===== src/rtl/cfg_pkg.sv =====
`timescale 1ns/1ps
package cfg_pkg;
    typedef enum logic [1:0] {
        CFG_OK     = 2'd0,
        CFG_BADREG = 2'd1,
        CFG_FAIL   = 2'd2
    } cfg_err_e;

    typedef enum logic [2:0] {
        ST_IDLE,
        ST_CLEAR,
        ST_ISSUE,
        ST_RELEASE,
        ST_DONE
    } cfg_state_e;
endpackage


===== src/rtl/cfg_addr_build.sv =====
`timescale 1ns/1ps
module cfg_addr_build #(
    parameter int ADDR_W = 32,
    parameter int BUS_W  = 8,
    parameter int DF_W   = 8,
    parameter int OFF_W  = 8
) (
    input  logic [BUS_W-1:0]  bus_num,
    input  logic [DF_W-1:0]   devfn,
    input  logic [OFF_W-3:0]  off_hi,
    output logic [ADDR_W-1:0] addr_word,
    output logic              type1
);
    localparam int PAD_W = ADDR_W - 1 - BUS_W - DF_W - OFF_W;

    // enable | pad | bus | devfn | dword offset | two zero bits
    assign addr_word = {1'b1, {PAD_W{1'b0}}, bus_num, devfn, off_hi, 2'b00};
    assign type1     = (bus_num != '0);
endmodule


===== src/rtl/cfg_lane_unit.sv =====
`timescale 1ns/1ps
module cfg_lane_unit #(
    parameter int DW = 32
) (
    input  logic [DW-1:0]          dword,
    input  logic [DW-1:0]          wval,
    input  logic [$clog2(DW/8)-1:0] lane,
    input  logic [2:0]             size,
    output logic [DW-1:0]          rd_lane,
    output logic [DW-1:0]          merged
);
    localparam int LANE_W = $clog2(DW/8);
    localparam int SH_W   = LANE_W + 3;

    logic [SH_W-1:0] shamt;
    logic [DW-1:0]   mask;

    assign shamt = {lane, 3'b000};

    always_comb begin
        unique case (size)
            3'd1:    mask = DW'(8'hFF);
            3'd2:    mask = DW'(16'hFFFF);
            default: mask = '1;
        endcase
    end

    assign rd_lane = (dword >> shamt) & mask;
    assign merged  = (dword & ~(mask << shamt)) | ((wval & mask) << shamt);
endmodule


===== src/rtl/cfg_req_check.sv =====
`timescale 1ns/1ps
module cfg_req_check #(
    parameter int LANE_W = 2
) (
    input  logic [2:0]        size,
    input  logic [LANE_W-1:0] lane,
    output logic              size_ok,
    output logic              align_ok
);
    assign size_ok = (size == 3'd1) || (size == 3'd2) || (size == 3'd4);

    always_comb begin
        unique case (size)
            3'd2:    align_ok = (lane != '1);
            3'd4:    align_ok = (lane == '0);
            default: align_ok = 1'b1;
        endcase
    end
endmodule


===== src/rtl/cfg_access_engine.sv =====
`timescale 1ns/1ps
module cfg_access_engine
    import cfg_pkg::*;
#(
    parameter int              DW       = 32,
    parameter int              BUS_W    = 8,
    parameter int              DF_W     = 8,
    parameter int              OFF_W    = 8,
    parameter int              STAT_W   = 32,
    parameter logic [STAT_W-1:0] RSV_MASK = 32'h0000_0300
) (
    input  logic              clk,
    input  logic              rst_n,
    input  logic              req_valid,
    input  logic              req_write,
    input  logic [2:0]        req_size,
    input  logic [BUS_W-1:0]  req_bus,
    input  logic [DF_W-1:0]   req_devfn,
    input  logic [OFF_W-1:0]  req_offset,
    input  logic [DW-1:0]     req_wdata,
    output logic              done,
    output logic [1:0]        done_err,
    output logic [DW-1:0]     done_rdata,
    output logic              stat_clr,
    output logic              cyc_req,
    output logic              cyc_write,
    output logic [31:0]       cyc_addr,
    output logic              cyc_type1,
    output logic [DW-1:0]     cyc_wdata,
    input  logic              cyc_ack,
    input  logic [DW-1:0]     cyc_rdata,
    input  logic [STAT_W-1:0] err_status
);
    localparam int LANE_W = $clog2(DW/8);

    cfg_state_e       state, state_nx;
    logic [BUS_W-1:0] bus_q;
    logic [DF_W-1:0]  devfn_q;
    logic [OFF_W-1:0] off_q;
    logic [2:0]       size_q;
    logic             wr_q;
    logic [DW-1:0]    wdata_q;
    logic [DW-1:0]    data_q;
    logic             phase_wr_q;
    logic             rmw_q;
    logic             fail_q;
    cfg_err_e         err_q;
    logic [DW-1:0]    rdout_q;

    logic             size_ok, align_ok;
    logic [31:0]      addr_word;
    logic             type1;
    logic [DW-1:0]    lane_rd, lane_merged;

    cfg_req_check #(.LANE_W(LANE_W)) u_check (
        .size     (req_size),
        .lane     (req_offset[LANE_W-1:0]),
        .size_ok  (size_ok),
        .align_ok (align_ok)
    );

    cfg_addr_build #(.ADDR_W(32), .BUS_W(BUS_W), .DF_W(DF_W), .OFF_W(OFF_W)) u_addr (
        .bus_num   (bus_q),
        .devfn     (devfn_q),
        .off_hi    (off_q[OFF_W-1:2]),
        .addr_word (addr_word),
        .type1     (type1)
    );

    cfg_lane_unit #(.DW(DW)) u_lane (
        .dword   (data_q),
        .wval    (wdata_q),
        .lane    (off_q[LANE_W-1:0]),
        .size    (size_q),
        .rd_lane (lane_rd),
        .merged  (lane_merged)
    );

    // state register
    always_ff @(posedge clk or negedge rst_n) begin
        if (!rst_n) state <= ST_IDLE;
        else        state <= state_nx;
    end

    // transitions
    always_comb begin
        state_nx = state;
        unique case (state)
            ST_IDLE:    if (req_valid) state_nx = (size_ok && align_ok) ? ST_CLEAR : ST_DONE;
            ST_CLEAR:   state_nx = ST_ISSUE;
            ST_ISSUE:   if (cyc_ack) state_nx = ST_RELEASE;
            ST_RELEASE: state_nx = (!fail_q && rmw_q && !phase_wr_q) ? ST_CLEAR : ST_DONE;
            ST_DONE:    state_nx = ST_IDLE;
            default:    state_nx = ST_IDLE;
        endcase
    end

    // request context and data path
    always_ff @(posedge clk or negedge rst_n) begin
        if (!rst_n) begin
            bus_q      <= '0;
            devfn_q    <= '0;
            off_q      <= '0;
            size_q     <= '0;
            wr_q       <= 1'b0;
            wdata_q    <= '0;
            data_q     <= '0;
            phase_wr_q <= 1'b0;
            rmw_q      <= 1'b0;
            fail_q     <= 1'b0;
            err_q      <= CFG_OK;
            rdout_q    <= '0;
        end else begin
            unique case (state)
                ST_IDLE: if (req_valid) begin
                    bus_q   <= req_bus;
                    devfn_q <= req_devfn;
                    off_q   <= req_offset;
                    size_q  <= req_size;
                    wr_q    <= req_write;
                    wdata_q <= req_wdata;
                    data_q  <= req_wdata;
                    fail_q  <= 1'b0;
                    if (!size_ok) begin
                        err_q   <= CFG_FAIL;
                        rdout_q <= req_write ? '0 : '1;
                    end else if (!align_ok) begin
                        err_q   <= CFG_BADREG;
                        rdout_q <= req_write ? '0 : '1;
                    end else begin
                        err_q      <= CFG_OK;
                        rdout_q    <= '0;
                        phase_wr_q <= req_write && (req_size == 3'd4);
                        rmw_q      <= req_write && (req_size != 3'd4);
                    end
                end
                ST_ISSUE: if (cyc_ack) begin
                    if (!phase_wr_q) data_q <= cyc_rdata;
                    fail_q <= |(err_status & ~RSV_MASK);
                end
                ST_RELEASE: begin
                    if (fail_q) begin
                        err_q   <= CFG_FAIL;
                        rdout_q <= wr_q ? '0 : '1;
                    end else if (rmw_q && !phase_wr_q) begin
                        data_q     <= lane_merged;
                        phase_wr_q <= 1'b1;
                    end else begin
                        err_q   <= CFG_OK;
                        rdout_q <= wr_q ? '0 : lane_rd;
                    end
                end
                default: ;
            endcase
        end
    end

    // outputs
    always_comb begin
        stat_clr   = (state == ST_CLEAR);
        cyc_req    = (state == ST_ISSUE);
        cyc_write  = (state == ST_ISSUE) && phase_wr_q;
        cyc_addr   = (state == ST_CLEAR || state == ST_ISSUE) ? addr_word : '0;
        cyc_type1  = (state == ST_CLEAR || state == ST_ISSUE) && type1;
        cyc_wdata  = ((state == ST_ISSUE) && phase_wr_q) ? data_q : '0;
        done       = (state == ST_DONE);
        done_err   = err_q;
        done_rdata = rdout_q;
    end
endmodule


===== config.mk =====
export PLATFORM = sky130hd
export DESIGN_NAME = cfg_access_engine
export DESIGN_NICKNAME = d
export VERILOG_FILES = /design/src/rtl/cfg_pkg.sv /design/src/rtl/cfg_addr_build.sv /design/src/rtl/cfg_lane_unit.sv /design/src/rtl/cfg_req_check.sv /design/src/rtl/cfg_access_engine.sv
export SDC_FILE = /design/constraint.sdc
export NUM_CORES = 1
export LEC_CHECK = 0
export BUFFER_PORTS_ARGS = -buffer_cell sky130_fd_sc_hd__buf_2
export CORE_ASPECT_RATIO = 0.75
export CORE_MARGIN = 3
export CORE_UTILIZATION = 52
export CTS_CLUSTER_SIZE = 12
export DETAILED_ROUTE_END_ITERATION = 8
export HOLD_SLACK_MARGIN = 0.06
export PLACE_DENSITY = 0.9
export SLEW_MARGIN = 25
export SYNTH_ARGS = -nofsm -noshare
export SYNTH_HDL_FRONTEND = slang
export SYNTH_SLANG_ARGS = --single-unit

===== constraint.sdc =====
create_clock -name clk -period 2.4 [get_ports clk]
set_clock_uncertainty 0.15 [all_clocks]
set_input_delay 0.36 -clock clk [delete_from_list [all_inputs] [get_ports clk]]
set_output_delay 0.36 -clock clk [all_outputs]
set_load 0.005 [all_outputs]

==> metrics.md <==
| Metric | Value |
|---|---|
| Status | `finished, violations left` |
| Failing checks | `setup timing` |
| Post-synth EDFFs | `0` |
| Worst r2r src | `off_q[1]` |
| Post-Route Utilization | `0.730` |
| Worst path arrival time | `2600 ps` |
| Clock latency on the worst-skew pair | `420 ps` |
| Total Die Area | `15500 µm²` |
| Chip Width | `143 µm` |
| CP endpoint | `data_q[19]` |
| DR WL/cell | `20.0 µm` |
| Pins Over Slew Limit | `0` |
| Leakage | `4.57 nW` |
| Worst Reg2Reg Path Length in Cells | `4` |
| YS warnings | `0` |
| CTS buffer count | `17` |
| IO Port Bufs | `219` |
| Post-DP HPWL | `16600 µm` |
| Routed WL | `23800 µm` |
| Req. time, crit path | `2600 ps` |
| CP Launch Point | `off_q[1]` |
| Max-cap violations | `0` |
| Mapped cell area | `7300 µm²` |
| Htree depth | `4` |
| FMAX | `417 MHz` |
| Synth cell count leaders | `dfrtp_1, nand2_1, mux2_2` |
| Reg2Reg Capture Point | `data_q[19]` |
| TritonCTS clock tree | `done` |
| Grt ovf | `0` |
| CTS Sinks | `132` |
| Residual DRC | `0` |
| Worst setup EP type | `register` |
| Sequential share of the synthesized area | `0.453` |
| Pwr Density | `1410 nW/µm²` |
| Synth top area cells | `dfrtp_1, mux2_2, and2_1` |
| Vias in the first global route | `6700` |
| Crit path time final | `2400 ps` |
| First-pass DRT Iterations | `7` |
| Starting Density | `0.547` |
| Detailed Route Iter0 Violations | `813` |
| Synth Area per Inst | `9.73 µm²` |
| GRT Overall Usage | `0.305` |
| NumNets Final | `1134` |
| Detail Route Antenna Nets | `0` |
| Yosys reg bits | `132` |
| Placed Cells | `1113` |
| Slew @ Worst Pin | `1010 ps` |
| Clk slew on worst S/H paths | `60 ps` |
| Clock root buffer | `clkbuf_16` |
| Max-slew headroom | `0.323` |
| I/O pin cnt | `231` |
| Via total after detailed routing | `7097` |
| Dominant cell type by area after synthesis | `dfrtp_1` |
| RSZ-0062 raised after global routing | `no` |
| Cells after Synth | `750` |
| Clk buf depth | `2` |
| Worst-path fanout max | `8` |
| Final worst setup slack | `-0.185 ps` |
| Std cell rows | `36` |
| Vias per cell | `5.96` |
| Top-count cell post-synth | `dfrtp_1` |
| Hold slack final | `67.4 ps` |
| Busiest layer in global routing | `met2` |
| Worst path cell trace | `nor2b_1 > a222oi_1 > o21ai_0 > a22o_1` |
| Top cell type's share of synthesized area | `0.453` |
| Antenna violations before repair | `0` |
| Hold Crit Class | `input pin to register` |
| Setup TNS | `-0.185 ps` |
| Top_reg_cell synth | `dfrtp_1` |
| Final std cells w/o fill | `1191` |
| Ys async rst share | `1.00` |
| Met3 usage | `0.0725` |
| Critical path type | `register to register` |
| CP max stage delay | `620 ps` |
| Reg2reg setup slack | `-0.2 ps` |
| Cell variety after synth | `52` |
| First-pass GRT wire length | `36700 µm` |
| Setup Viol. Count Final | `1` |
| Share of layout cells above drive strength 1 | `0.363` |
| Area delta synth->final | `33.4%` |
| GR Layer Usage met2 | `0.452` |
| VDD IR max | `943 µV` |
| Crit path launch type | `register` |
| GR Util met1 | `0.450` |
| Core ar. | `13300 µm²` |
| Final Hold Viols | `0` |
| Final Wtd Congestion | `0.948` |
| Largest net degree at the start of global routing | `86` |
| Die H | `109 µm` |
| Fin crit share | `1.00` |
| Slowest-stage cell, CP | `nor2b_1` |
[worst min path at each step]
stage	from	to	slack (ps)	cells past startpoint
6_report	req_wdata[13]	wdata_q[13]	70	2
3_5_place_dp	rst_n	done_rdata[0]	150	1
5_1_grt	req_wdata[8]	wdata_q[8]	60	2
2_1_floorplan	rst_n	bus_q[0]	-90	0
4_1_cts	req_wdata[8]	wdata_q[8]	60	2
3_3_place_gp	rst_n	done_rdata[0]	140	1
[cell type report]
class	count	area, µm²
Timing Repair Buffer	297	1830
Sequential cell	132	3310
Clock buffer	19	453
Tap cell	171	214
Fill cell	970	3600
Clock inverter	13	205
Multi-Input combinational cell	556	3710
Inverter	2	7.51
Antenna cell	1	2.50
[power by group]
part	internal, mW	leakage (nW)	switching [mW]
combinational	2.96	2.71	3.40
clock	1.89	0.303	1.00
sequential	3.37	1.56	1.13
[sequential cells by signal, summed over array words and instances (netlist names)]
signal,cells
state,3
phase_wr_q,1
fail_q,1
rmw_q,1
bus_q,8
done_rdata,32
data_q,32
done_err,2
off_q,8
wr_q,1
wdata_q,32
size_q,3
devfn_q,8
[stage by stage]
step / instance area (µm²) / worst slack (ps) / total power, mW
2_1_floorplan: 7330 / 451 / 8.30
3_3_place_gp: 8590 / 260 / 10.3
3_5_place_dp: 8590 / 165 / 10.5
4_1_cts: 9710 / 3.67 / 13.6
5_1_grt: 9730 / 20.6 / 14.5
6_report: 9730 / -0.185 / 13.8
[cells in the final DEF, fill, tap and decap left out, types with 6 or more instances in the layout]
| master | instances |
|---|---|
| buf_2 | 218 |
| dfrtp_1 | 130 |
| nand2_1 | 74 |
| mux2_2 | 69 |
| and2_1 | 57 |
| nor2_1 | 52 |
| o21ai_0 | 52 |
| a21oi_1 | 47 |
| dlygate4sd3_1 | 45 |
| buf_4 | 31 |
| a221oi_1 | 25 |
| and3_1 | 18 |
| clkbuf_16 | 17 |
| o2bb2ai_1 | 16 |
| mux2i_1 | 16 |
| nor2b_1 | 13 |
| a211oi_1 | 11 |
| o31ai_1 | 10 |
| nor4_1 | 9 |
| conb_1 | 9 |
| a222oi_1 | 8 |
| a22o_1 | 8 |
| a21o_1 | 8 |
| o22a_1 | 8 |
| clkinvlp_4 | 6 |
[worst max-delay path: cells and delay by family (launching register included)]
kind,cells,cell delay [ps]
AND/OR/NAND/NOR,1,620
AO/OA/AOI/OAI,3,1020
flip-flops,1,530
[routing by layer]
metal,vias up,share of wire
li1,3225,-
met1,3382,0.43
met2,444,0.45
met3,46,0.10
met4,0,0.018
met5,-,0
[what timing repair did]
action                                  in CTS  in global routing
pin swaps                                    0                  0
hold buffers                                45                  0
endpoints found under the setup margin      40                 32
hold endpoints to repair                    70                  0
setup buffers                                0                  0
gates resized for setup                      3                  5
[kinds of logic (layout without fill, tap and decap cells)]
group / count (synthesis) / in the layout / share of synthesized area
AOI/OAI and AO/OA: 207 / 207 / 0.194
xor gates and xnor gates: 3 / 3 / 0.00360
buffers and inverters: 70 / 331 / 0.0468
DFF: 132 / 132 / 0.453
muxes: 85 / 85 / 0.128
other: 1 / 10 / 0.000514
and+or+nand+nor: 252 / 252 / 0.174
No activity file was read; power rests on OpenSTA's default activity.
